$ cat src/rtl/strap_pkg.sv
// Package: shared widths, level encoding and the fixed decode functions
// used by the strap latch and mode resolver. Assumes level codes arrive
// already reduced from the three-level pad sensor.
package strap_pkg;
    localparam int STRAP_W    = 2;
    localparam int ADDR_LOW_W = 3;
    localparam int MODE_W     = 2;
    localparam int FREQ_W     = 2;

    typedef enum logic [1:0] {
        LVL_LOW  = 2'b00,
        LVL_MID  = 2'b01,
        LVL_HIGH = 2'b10
    } level_e;

    // Reduce a raw strap code to a level; 2'b11 counts as high.
    function automatic level_e level_of(input logic [STRAP_W-1:0] code);
        case (code)
            2'b00:   return LVL_LOW;
            2'b01:   return LVL_MID;
            default: return LVL_HIGH;
        endcase
    endfunction

    // Address low bits for a captured address level.
    function automatic logic [ADDR_LOW_W-1:0] addr_low_of(input level_e lvl);
        case (lvl)
            LVL_LOW: return 3'b011;
            LVL_MID: return 3'b100;
            default: return 3'b101;
        endcase
    endfunction

    // Readback mode code for a captured loop-strap level.
    function automatic logic [MODE_W-1:0] mode_code_of(input level_e lvl);
        case (lvl)
            LVL_LOW: return 2'b00;
            LVL_MID: return 2'b01;
            default: return 2'b11;
        endcase
    endfunction
endpackage

$ cat src/rtl/strap_capture.sv
// strap_capture: holds NUM_STRAPS strap codes, sampled once in the first
// cycle after reset with pd_n high. Assumes pd_n and the straps are
// synchronous to clk. Only reset clears the held values.
module strap_capture #(
    parameter int NUM_STRAPS = 2,
    parameter int STRAP_W    = 2,
    localparam int FLAT_W    = NUM_STRAPS * STRAP_W
) (
    input  logic              clk,
    input  logic              rst_n,
    input  logic              pd_n,
    input  logic [FLAT_W-1:0] straps_in,
    output logic              valid,
    output logic [FLAT_W-1:0] straps_held
);
    logic take;
    assign take = pd_n && !valid;

    // Sticky flag: set by the first sampled pd_n high.
    always_ff @(posedge clk) begin
        if (!rst_n) valid <= 1'b0;
        else if (take) valid <= 1'b1;
    end

    for (genvar s = 0; s < NUM_STRAPS; s++) begin : g_strap
        // Capture register for one strap.
        always_ff @(posedge clk) begin
            if (!rst_n) straps_held[s*STRAP_W +: STRAP_W] <= '0;
            else if (take) straps_held[s*STRAP_W +: STRAP_W] <= straps_in[s*STRAP_W +: STRAP_W];
        end
    end

    AST_VALID_STICKY: assert property (@(posedge clk) disable iff (!rst_n)
        valid |=> valid);
    AST_FIRST_HIGH_LATCHES: assert property (@(posedge clk) disable iff (!rst_n)
        (pd_n && !valid) |=> (valid && straps_held == $past(straps_in)));
    AST_HELD_STABLE: assert property (@(posedge clk) disable iff (!rst_n)
        valid |=> $stable(straps_held));
endmodule

$ cat src/rtl/mode_select.sv
// mode_select: builds the readback code from the held loop strap and
// picks the effective mode from that code or from the software code.
// Assumes the held strap is constant while valid is high.
module mode_select
    import strap_pkg::*;
(
    input  logic              clk,
    input  logic              rst_n,
    input  logic              valid,
    input  logic [STRAP_W-1:0] bw_held,
    input  logic              sw_en,
    input  logic [MODE_W-1:0] sw_code,
    output logic [MODE_W-1:0] rb_code,
    output logic              low_bw,
    output logic              bypass,
    output logic              high_bw
);
    logic [MODE_W-1:0] eff_code;

    // Readback follows the strap only; it is zero before capture.
    always_comb rb_code = valid ? mode_code_of(level_of(bw_held)) : '0;

    // Software code wins while enabled; otherwise the strap code applies.
    always_comb eff_code = sw_en ? sw_code : rb_code;

    // Decode to one-hot mode lines; 10 and 11 both mean high bandwidth.
    always_comb begin
        low_bw  = valid && (eff_code == 2'b00);
        bypass  = valid && (eff_code == 2'b01);
        high_bw = valid && eff_code[1];
    end

    AST_ONE_MODE: assert property (@(posedge clk) disable iff (!rst_n)
        valid |-> ($countones({low_bw, bypass, high_bw}) == 1));
    AST_NO_MODE_EARLY: assert property (@(posedge clk) disable iff (!rst_n)
        !valid |-> !(low_bw || bypass || high_bw));
    AST_RB_LEGAL: assert property (@(posedge clk) disable iff (!rst_n)
        rb_code != 2'b10);
    AST_SW_BYPASS: assert property (@(posedge clk) disable iff (!rst_n)
        (valid && sw_en && sw_code == 2'b01) |-> bypass);
endmodule

$ cat src/rtl/freq_select.sv
// freq_select: passes the software frequency code while enabled and the
// 100 MHz default code otherwise. Purely combinational.
module freq_select
    import strap_pkg::*;
(
    input  logic              clk,
    input  logic              rst_n,
    input  logic              sw_en,
    input  logic [FREQ_W-1:0] sw_code,
    output logic [FREQ_W-1:0] freq
);
    // Gate the software code with its enable.
    always_comb freq = sw_en ? sw_code : '0;

    AST_FREQ_DEFAULT: assert property (@(posedge clk) disable iff (!rst_n)
        !sw_en |-> (freq == 2'b00));
endmodule

$ cat src/rtl/strap_mode_ctrl.sv
// strap_mode_ctrl: top. Captures the address and loop straps once per
// reset, then drives the address low bits, the mode readback, the
// effective mode and the frequency code. Assumes synchronous inputs.
module strap_mode_ctrl
    import strap_pkg::*;
(
    input  logic                  clk,
    input  logic                  rst_n,
    input  logic                  pd_n,
    input  logic [STRAP_W-1:0]    addr_strap,
    input  logic [STRAP_W-1:0]    bw_strap,
    input  logic                  sw_mode_en,
    input  logic [MODE_W-1:0]     sw_mode,
    input  logic                  sw_freq_en,
    input  logic [FREQ_W-1:0]     sw_freq,
    output logic                  straps_valid,
    output logic [ADDR_LOW_W-1:0] addr_low,
    output logic [MODE_W-1:0]     mode_readback,
    output logic                  mode_low_bw,
    output logic                  mode_bypass,
    output logic                  mode_high_bw,
    output logic [FREQ_W-1:0]     freq_code
);
    localparam int NUM_STRAPS = 2;
    localparam int FLAT_W     = NUM_STRAPS * STRAP_W;

    logic [FLAT_W-1:0] held;

    strap_capture #(.NUM_STRAPS(NUM_STRAPS), .STRAP_W(STRAP_W)) u_cap (
        .clk         (clk),
        .rst_n       (rst_n),
        .pd_n        (pd_n),
        .straps_in   ({bw_strap, addr_strap}),
        .valid       (straps_valid),
        .straps_held (held)
    );

    // Address low bits from the held address strap; zero before capture.
    always_comb addr_low = straps_valid ? addr_low_of(level_of(held[0 +: STRAP_W])) : '0;

    mode_select u_mode (
        .clk     (clk),
        .rst_n   (rst_n),
        .valid   (straps_valid),
        .bw_held (held[STRAP_W +: STRAP_W]),
        .sw_en   (sw_mode_en),
        .sw_code (sw_mode),
        .rb_code (mode_readback),
        .low_bw  (mode_low_bw),
        .bypass  (mode_bypass),
        .high_bw (mode_high_bw)
    );

    freq_select u_freq (
        .clk     (clk),
        .rst_n   (rst_n),
        .sw_en   (sw_freq_en),
        .sw_code (sw_freq),
        .freq    (freq_code)
    );

    AST_ADDR_RANGE: assert property (@(posedge clk) disable iff (!rst_n)
        straps_valid |-> (addr_low >= 3'd3 && addr_low <= 3'd5));
    AST_ADDR_EARLY: assert property (@(posedge clk) disable iff (!rst_n)
        !straps_valid |-> (addr_low == 3'd0));
endmodule

$ cat config.mk
export PLATFORM = sky130hd
export DESIGN_NAME = strap_mode_ctrl
export DESIGN_NICKNAME = d
export VERILOG_FILES = /design/src/rtl/strap_pkg.sv /design/src/rtl/strap_capture.sv /design/src/rtl/mode_select.sv /design/src/rtl/freq_select.sv /design/src/rtl/strap_mode_ctrl.sv
export SDC_FILE = /design/constraint.sdc
export NUM_CORES = 1
export LEC_CHECK = 0
export BUFFER_PORTS_ARGS = -buffer_cell sky130_fd_sc_hd__buf_4
export CAP_MARGIN = 20
export CELL_PAD_IN_SITES_DETAIL_PLACEMENT = 0
export CELL_PAD_IN_SITES_GLOBAL_PLACEMENT = 1
export CORE_MARGIN = 1
export CORE_UTILIZATION = 24
export CTS_CLUSTER_DIAMETER = 30
export DETAILED_ROUTE_END_ITERATION = 10
export PLACE_DENSITY_LB_ADDON = 0.1
export SETUP_SLACK_MARGIN = 0.02
export SLEW_MARGIN = 30
export SYNTH_ARGS = -nofsm -noshare
export SYNTH_HDL_FRONTEND = slang
export SYNTH_SLANG_ARGS = --single-unit
$ cat constraint.sdc
create_clock -name clk -period 1 [get_ports clk]
set_input_delay 0 -clock clk [delete_from_list [all_inputs] [get_ports clk]]
set_output_delay 0 -clock clk [all_outputs]
set_load 0.1 [all_outputs]
==> impl_metrics.toml, run 1 <==
[yosys]
netlist_instances = 38
synth_area_sq_um = 327
synth_fp_nets = 51
synth-simple-area-share_pct = 30.3
ys_seq_elements = 5
syn_area_per_cell_sq_um = 8.59
synth_compound_area_share_pct = 15.3
async_reset_ff_share_pct = 0
synth_xor_area_share_pct = 0
synthMuxAreaShare_pct = 15.3
synth_edf_count = 0
yosysUniqueCellTypes = 16
yosysWarnings = 0
ys_seq_area_share_pct = 30.7
synthFlopType = "dfxtp_1"
synth_fa_ha_area_share_pct = 0
synth_top_family_by_area = "simple AND/OR/NAND/NOR gates"

[clock_tree]
cts_max_level = 1
clock_latency_ps = 240
clock_path_buffers = 2
path_clk_slew_ps = 50
cts_root_buffer = "clkbuf_4"
numClockSinks = 5
cts_tree = "built"
cts_inserted_buffers = 3

[setup_path]
crit_chain = "buf_6 > buf_6 > nor2b_1 > buf_4 > mux2i_1"
cp-start-kind = "register"
critPathSlowestCell = "dfxtp_4"
reg2reg_depth = 5
cp-end-kind = "register"
required_ps = 1150
cp.arrival_ps = 1270
cp_common_cell = "buf_6"
timing.rr.start = "u_cap.valid$_SDFFE_PN0P_"
worstSetupPathType = "register to register"
r2r_slack_ps = -120
crit_fanout = 6
r2r_end = "u_cap.straps_held[3]$_SDFFE_PN0P_"
slowest_delay_ps = 360

[cells_and_area]
nNetsFinal = 82
syn_to_final_growth_pct = 128
antenna_cells = 0
drive_above_1_share_pct = 64.7
final_cell_area_sq_um = 746
final_common_cell = "buf_4"
layout_common_cells = "buf_4, nand2_1, buf_12"

[placement]
dpl-instance-area_sq_um = 547
place_congestion = 0.675
portBuffers = 23
dp_slack_ps = 8.24
dp_hpwl_um = 669

[die]
core_sq_um = 1190
die-area_sq_um = 1510
rows = 12
die_h_um = 38.9
start_util_pct = 27.5
pin_count = 24
die_w_um = 38.9

[global_route]
use_met2_pct = 26.7
grt_pass1_wl_um = 1390
gr-usage-met3_pct = 1.73
grt_util_met1_pct = 12.8
grt_util_all_layers_pct = 13.5
first_global_vias = 365
grt_max_degree = 10
antenna_found_initial = 0
gr-total-overflow = 0
grt_busiest_layer = "met2"

[outcome]
status = "finished, violations left"
failed_checks = "setup timing"

[timing]
relSlewSlack_pct = 81.1
drv_slew = 0
worst_slack_ps = -116
grt_setup_unrepaired = "true"
setup_viol = 12
fin_crit_sh_pct = 112
fin_skew_ps = 5.94
final_hold_viol_count = 0
min_period_ps = 1120
fmax_ghz = 0.896
tightest_slew_ps = 275

[min_path]
hold_end = "u_cap.straps_held[1]$_SDFFE_PN0P_"
min_path_cells = 3
min-delay-start = "addr_strap[1]"
hold_class = "input pin to register"

[drt]
ant_nets = 0
first_pass_iters = 3
vias = 378
finalWirelength_um = 878
via_per_inst = 4.61
drc_errors = 0
dr.first_iter.drc_count = 5
post_drt_wl_per_cell_um = 10.7

[job]
maxCapViolCount = 0

[power]
ir_drop_uv = 741
leakage_uw = 0.000334
p_per_area_nw_per_um2 = 1210
per-layer routing:
layer,up-vias,wire length (um)
met5,-,0
met4,0,0
met3,0,66
met2,21,473
met1,170,338
li1,187,-
worst max path at each step:
| stage | startpoint | end | slack, ps |
|---|---|---|---|
| after floorplan | u_cap.valid$_SDFFE_PN0P_ | mode_bypass | -630 |
| after global placement | u_cap.valid$_SDFFE_PN0P_ | mode_bypass | 40 |
| after detailed placement | u_cap.straps_held[3]$_SDFFE_PN0P_ | mode_low_bw | 8 |
| after CTS | u_cap.valid$_SDFFE_PN0P_ | u_cap.straps_held[3]$_SDFFE_PN0P_ | -120 |
| after global routing | u_cap.straps_held[3]$_SDFFE_PN0P_ | mode_low_bw | -170 |
| final | u_cap.valid$_SDFFE_PN0P_ | u_cap.straps_held[3]$_SDFFE_PN0P_ | -120 |
registers in the layout, indices dropped and copies added, names as in the netlist:
register           flops
u_cap.valid            1
u_cap.straps_held      4
kinds of logic after synthesis:
group                  count (synthesis)
flip-flops                             5
buffers and inverters                  4
AND/OR/NAND/NOR                       18
AO/OA/AOI/OAI                          6
multiplexers                           5
synthesized netlist by cell type, types with 2 or more instances:
cell | instances | area share [%]
and2_1 | 3 | 5.7
nand2_1 | 9 | 10
mux2i_1 | 5 | 15
nor2b_1 | 2 | 3.8
dfxtp_1 | 5 | 31
o21a_1 | 4 | 9.2
power breakdown:
part / switching, uW / internal [uW] / total (uW)
clock: 77.8 / 151 / 228
combinational: 260 / 178 / 438
sequential: 25.1 / 214 / 239
total: 363 / 543 / 906
worst max-delay path: cells and delay by family (launching register included):
kind	cells	cell delay, ps
AND/OR/NAND/NOR	1	100
multiplexers	1	180
flip-flops	1	360
buffers and inverters	3	380
layout make-up:
cell class / instances / area [sq um]
clock buffers: 4 / 26.3
repair buffers: 29 / 335
fillers: 101 / 440
flip-flops and latches: 5 / 111
well taps: 14 / 17.5
inverters: 1 / 3.75
multi-input cells: 29 / 251
stage by stage:
stage          TNS (ps)  hold slack, ps  instances  power, uW  utilization (%)
6_report          -1020            7.42         82        906             62.9
5_1_grt           -1470            13.5         82        948             62.9
4_1_cts           -1220            2.62         82        914             62.3
3_5_place_dp          0             210         74        590             46.1
3_3_place_gp          0             206         74        582             46.1
2_1_floorplan     -3800             110         38        503                -
timing repair:
item | in CTS | in global routing
pin swaps | 3 | 1
endpoints found under the hold margin | 1 | 0
endpoints found under the setup margin | 8 | 13
setup buffers | 3 | 0
hold buffers | 1 | 0
resized for setup | 36 | 2
Note: power is estimated with default switching activity, not from simulation.
==> run 2: changes to the inputs <==
--- a/config.mk
+++ b/config.mk
@@ -16,2 +16,3 @@
 export PLACE_DENSITY_LB_ADDON = 0.1
+export RECOVER_POWER = 50
 export SETUP_SLACK_MARGIN = 0.02
==> constraint.sdc (replaced) <==
create_clock -name clk -period 1 [get_ports clk]
set_input_delay 0.1 -clock clk [delete_from_list [all_inputs] [get_ports clk]]
set_output_delay 0.1 -clock clk [all_outputs]
set_load 0.1 [all_outputs]
==> impl_metrics.toml, run 2 (synthesized netlist as in run 1, its figures left out) <==
[outcome]
status = "finished, violations left"
failed_checks = "setup timing"

[power]
p_int_uw = 537
p_per_area_nw_per_um2 = 1230
ir_drop_uv = 816
total_power_uw = 899
p_seq_share_pct = 26.2
p_sw_uw = 363
combPwrFrac_pct = 48.0
clkPwrFrac_pct = 25.7
leakage_uw = 0.000321
switching_share_pct = 40.3

[cells_and_area]
final_common_cell = "buf_4"
top_regs = "u_cap.straps_held (4), u_cap.valid (1)"
fin_cells = 80
largest_reg_flops = 4
syn_to_final_growth_pct = 123
final_cell_area_sq_um = 728
fillers = 100
regMostFlops = "u_cap.straps_held"
nNetsFinal = 80
drive_above_1_share_pct = 65.2
layout_common_cells = "buf_4, buf_12, nand2_1"
antenna_cells = 0

[setup_path]
cp.arrival_ps = 1100
r2r_slack_ps = -110
slowest_delay_ps = 350
reg2reg_depth = 5
cp-end-kind = "primary output"
timing.rr.start = "u_cap.valid$_SDFFE_PN0P_"
required_ps = 900
crit_fanout = 6
crit_chain = "nor3_2 > o21a_1 > buf_12"
crit_buf_inv = 1
r2r_end = "u_cap.straps_held[3]$_SDFFE_PN0P_"
cpLargestDelayFamily = "flip-flops"
worstSetupPathType = "register to primary output"
cp-start-kind = "register"
critPathSlowestCell = "dfxtp_2"

[placement]
place_congestion = 0.674
portBuffers = 23
dp_cells = 75
dpl-instance-area_sq_um = 554
dp_hpwl_um = 611

[clock_tree]
clock_path_buffers = 2
cts_tree = "built"
cts_inserted_buffers = 3
cts_max_level = 1
cts_root_buffer = "clkbuf_4"
numClockSinks = 5
hold_buffers = 0
path_clk_slew_ps = 40
clock_latency_ps = 240

[die]
die-area_sq_um = 1510
core_sq_um = 1190
start_util_pct = 27.5
pin_count = 24
die_h_um = 38.9
die_w_um = 38.9
rows = 12

[drt]
drc_errors = 0
first_pass_iters = 3
ant_nets = 0
post_drt_wl_per_cell_um = 10.4
via_per_inst = 4.46
finalWirelength_um = 829
vias = 357
dr.first_iter.drc_count = 3

[timing]
worst_slack_ps = -202
fin_crit_sh_pct = 120
fin_skew_ps = 0.294
relSlewSlack_pct = 63.9
final_hold_viol_count = 0
holdWs_ps = 64.7
finalSetupTns_ps = -1840
min_period_ps = 1200
grt_setup_unrepaired = "true"
fmax_ghz = 0.832
tightest_slew_ps = 544
drv_slew = 0
setup_viol = 13

[min_path]
min_path_cells = 2
min-delay-start = "pd_n"
hold_class = "input pin to register"
hold_end = "u_cap.valid$_SDFFE_PN0P_"

[global_route]
antenna_found_initial = 0
first_global_vias = 368
grt_util_all_layers_pct = 12.8
grt_pass1_wl_um = 1330
grt_max_degree = 10
gr-total-overflow = 0

[job]
maxCapViolCount = 0
## run 2: changes by cell type in the layout (fill, tap and decap cells not counted), sizes merged
cell,delta
buf,-2
clkbuf,+1
dlygate4sd3,-1
## run 2: power by group through the flow
stage                     Clock, uW  Combinational [uW]  Sequential (uW)
after CTS                       246                 428              236
after global placement            0                 347              239
after detailed placement          0                 351              241
after floorplan                   0                 249              253
final                           231                 432              236
after global routing            249                 450              238
## run 2: worst reg2reg max path, cell delays in order, from the launching register on
cell,delay (ps)
dfxtp_4,360
buf_6,130
buf_6,120
nor2b_1,100
buf_4,150
mux2i_1,180
## run 2: how the worst max path moves through the flow
stage	cells after the start	endpoint	start	slack, ps
2_1_floorplan	3	mode_bypass	u_cap.valid$_SDFFE_PN0P_	-730
3_3_place_gp	3	mode_bypass	u_cap.valid$_SDFFE_PN0P_	-60
3_5_place_dp	3	mode_bypass	u_cap.valid$_SDFFE_PN0P_	-70
4_1_cts	3	mode_low_bw	u_cap.straps_held[3]$_SDFFE_PN0P_	-210
5_1_grt	3	mode_low_bw	u_cap.straps_held[3]$_SDFFE_PN0P_	-250
6_report	3	mode_low_bw	u_cap.straps_held[3]$_SDFFE_PN0P_	-200
## run 2: layout make-up
cell class | count | area, sq um | share of cell area [%]
Tap cell | 14 | 17.5 | 2.41
Clock buffer | 4 | 26.3 | 3.61
Multi-Input combinational cell | 29 | 244 | 33.5
Inverter | 1 | 3.75 | 0.515
Sequential cell | 5 | 113 | 15.5
Timing Repair Buffer | 27 | 324 | 44.5
## run 2: what timing repair did
item,in CTS,in global routing
cloned,0,0
pin swaps,6,2
endpoints found under the setup margin,13,13
hold endpoints to repair,0,0
setup buffers,1,0
resized for setup,37,3
## run 2: per-stage QoR
stage	utilization [%]	worst slack, ps
after floorplan	-	-727
after global placement	46.7	-56.0
after detailed placement	46.7	-71.4
after CTS	60.9	-210
after global routing	61.4	-249
final	61.4	-202
## run 2: metal layers
layer  vias up  track usage [%]  share of wire (%)
met5         -                0                  0
met2        19             24.6                 56
li1        183                -                  -
met3         0             1.73                5.9
met4         0             7.76                  0
met1       155             12.5                 38
==> run 3: changes to the inputs <==
- CAP_MARGIN: 20 -> 15
- CORE_MARGIN: 1 -> 1.5
==> impl_metrics.toml, run 3 (synthesized netlist as in run 1, its figures left out) <==
[outcome]
status = "finished, violations left"
failed_checks = "setup timing"

[setup_path]
cp.arrival_ps = 1100
required_ps = 900
cp-start-kind = "register"
crit_buf_inv = 1
critPathSlowestCell = "dfxtp_4"
cpLargestDelayFamily = "flip-flops"
slowest_delay_ps = 360
cp-end-kind = "primary output"
r2r_slack_ps = -90
crit_chain = "mux2i_1 > nor2b_4 > buf_12"
crit_fanout = 6
worstSetupPathType = "register to primary output"

[clock_tree]
cts_max_level = 1
cts_root_buffer = "clkbuf_4"
cts_tree = "built"
hold_buffers = 0
clock_latency_ps = 240
clock_path_buffers = 2
cts_inserted_buffers = 3
path_clk_slew_ps = 40
numClockSinks = 5

[die]
start_util_pct = 25.4
die_h_um = 39.9
rows = 13
die_w_um = 39.9
pin_count = 24
die-area_sq_um = 1590
core_sq_um = 1280

[global_route]
grt_util_all_layers_pct = 11.5
grt_max_degree = 10
gr-total-overflow = 0
antenna_found_initial = 0
grt_pass1_wl_um = 1170
first_global_vias = 289

[drt]
ant_nets = 0
finalWirelength_um = 794
drc_errors = 0
dr.first_iter.drc_count = 1
first_pass_iters = 4
post_drt_wl_per_cell_um = 9.68
vias = 362
via_per_inst = 4.41

[timing]
fin_skew_ps = 0.159
grt_setup_unrepaired = "true"
relSlewSlack_pct = 64.3
min_period_ps = 1200
fin_crit_sh_pct = 120
worst_slack_ps = -199
final_hold_viol_count = 0
setup_viol = 13
drv_slew = 0
fmax_ghz = 0.834
tightest_slew_ps = 538

[cells_and_area]
syn_to_final_growth_pct = 132
final_common_cell = "buf_4"
fin_cells = 82
nNetsFinal = 81
drive_above_1_share_pct = 67.2
regMostFlops = "u_cap.straps_held"
top_regs = "u_cap.straps_held (4), u_cap.valid (1)"
antenna_cells = 0
largest_reg_flops = 4
layout_common_cells = "buf_4, buf_12, nand2_1"

[power]
ir_drop_uv = 666
leakage_uw = 0.000339
p_per_area_nw_per_um2 = 1210

[job]
maxCapViolCount = 0

[placement]
dp_slack_ps = -81.5
place_congestion = 0.619
dp_hpwl_um = 595
dp_cells = 77
portBuffers = 23

[min_path]
hold_class = "input pin to register"
## run 3: changes by cell type in the layout (fill, tap and decap cells not counted), sizes merged
cell	before	now
buf	26	27
## run 3: final cells by class
class / instances / area, sq um
well taps: 15 / 18.8
fillers: 105 / 528
multi-input cells: 29 / 259
flip-flops and latches: 5 / 114
repair buffers: 28 / 335
inverters: 1 / 3.75
clock buffers: 4 / 26.3
## run 3: metal layers
| layer | track usage [%] | part of all wire (%) | vias to the layer above | routed length [um] |
|---|---|---|---|---|
| met4 | 7.76 | 0 | 0 | 0 |
| met5 | 0 | 0 | - | 0 |
| met3 | 3.41 | 6.5 | 0 | 52 |
| li1 | - | - | 188 | - |
| met1 | 15.1 | 42 | 162 | 337 |
| met2 | 15.7 | 51 | 12 | 403 |
## run 3: path summary, 6_finish.rpt
check	startpoint	endpoint	cells after the start
max reg2reg	u_cap.valid$_SDFFE_PN0P_	u_cap.straps_held[2]$_SDFFE_PN0P_	5
min	pd_n	u_cap.valid$_SDFFE_PN0P_	2
min reg2reg	u_cap.straps_held[1]$_SDFFE_PN0P_	u_cap.straps_held[1]$_SDFFE_PN0P_	2
max	u_cap.straps_held[3]$_SDFFE_PN0P_	mode_high_bw	3
## run 3: per-stage QoR
stage / instance area [sq um] / setup TNS, ps / hold WS (ps) / power, uW / util, %
finish: 757 / -1780 / 66.9 / 918 / 58.9
global route: 757 / -2320 / 59.4 / 964 / 58.9
CTS: 739 / -2120 / 57.0 / 920 / 57.5
floorplan: 369 / -4600 / 210 / 503 / -
global placement: 563 / -333 / 306 / 595 / 43.8
detailed placement: 563 / -413 / 309 / 596 / 43.8
## run 3: timing repair
| action | CTS | global route |
|---|---|---|
| cloned | 0 | 0 |
| setup endpoints to repair | 13 | 13 |
| buffers inserted | 1 | 0 |
| pin swaps | 3 | 1 |
| resized for setup | 38 | 5 |
## run 3: worst reg2reg max path: stages (launching register included)
cell and delay, ps:
dfxtp_4 360, buf_6 130, buf_6 120, nor2b_4 120
buf_6 110, mux2i_1 160
## run 3: where the power goes
part	total [uW]	switching, uW	internal [uW]
sequential	237	24.1	212
combinational	445	261	184
clock	236	84.9	151
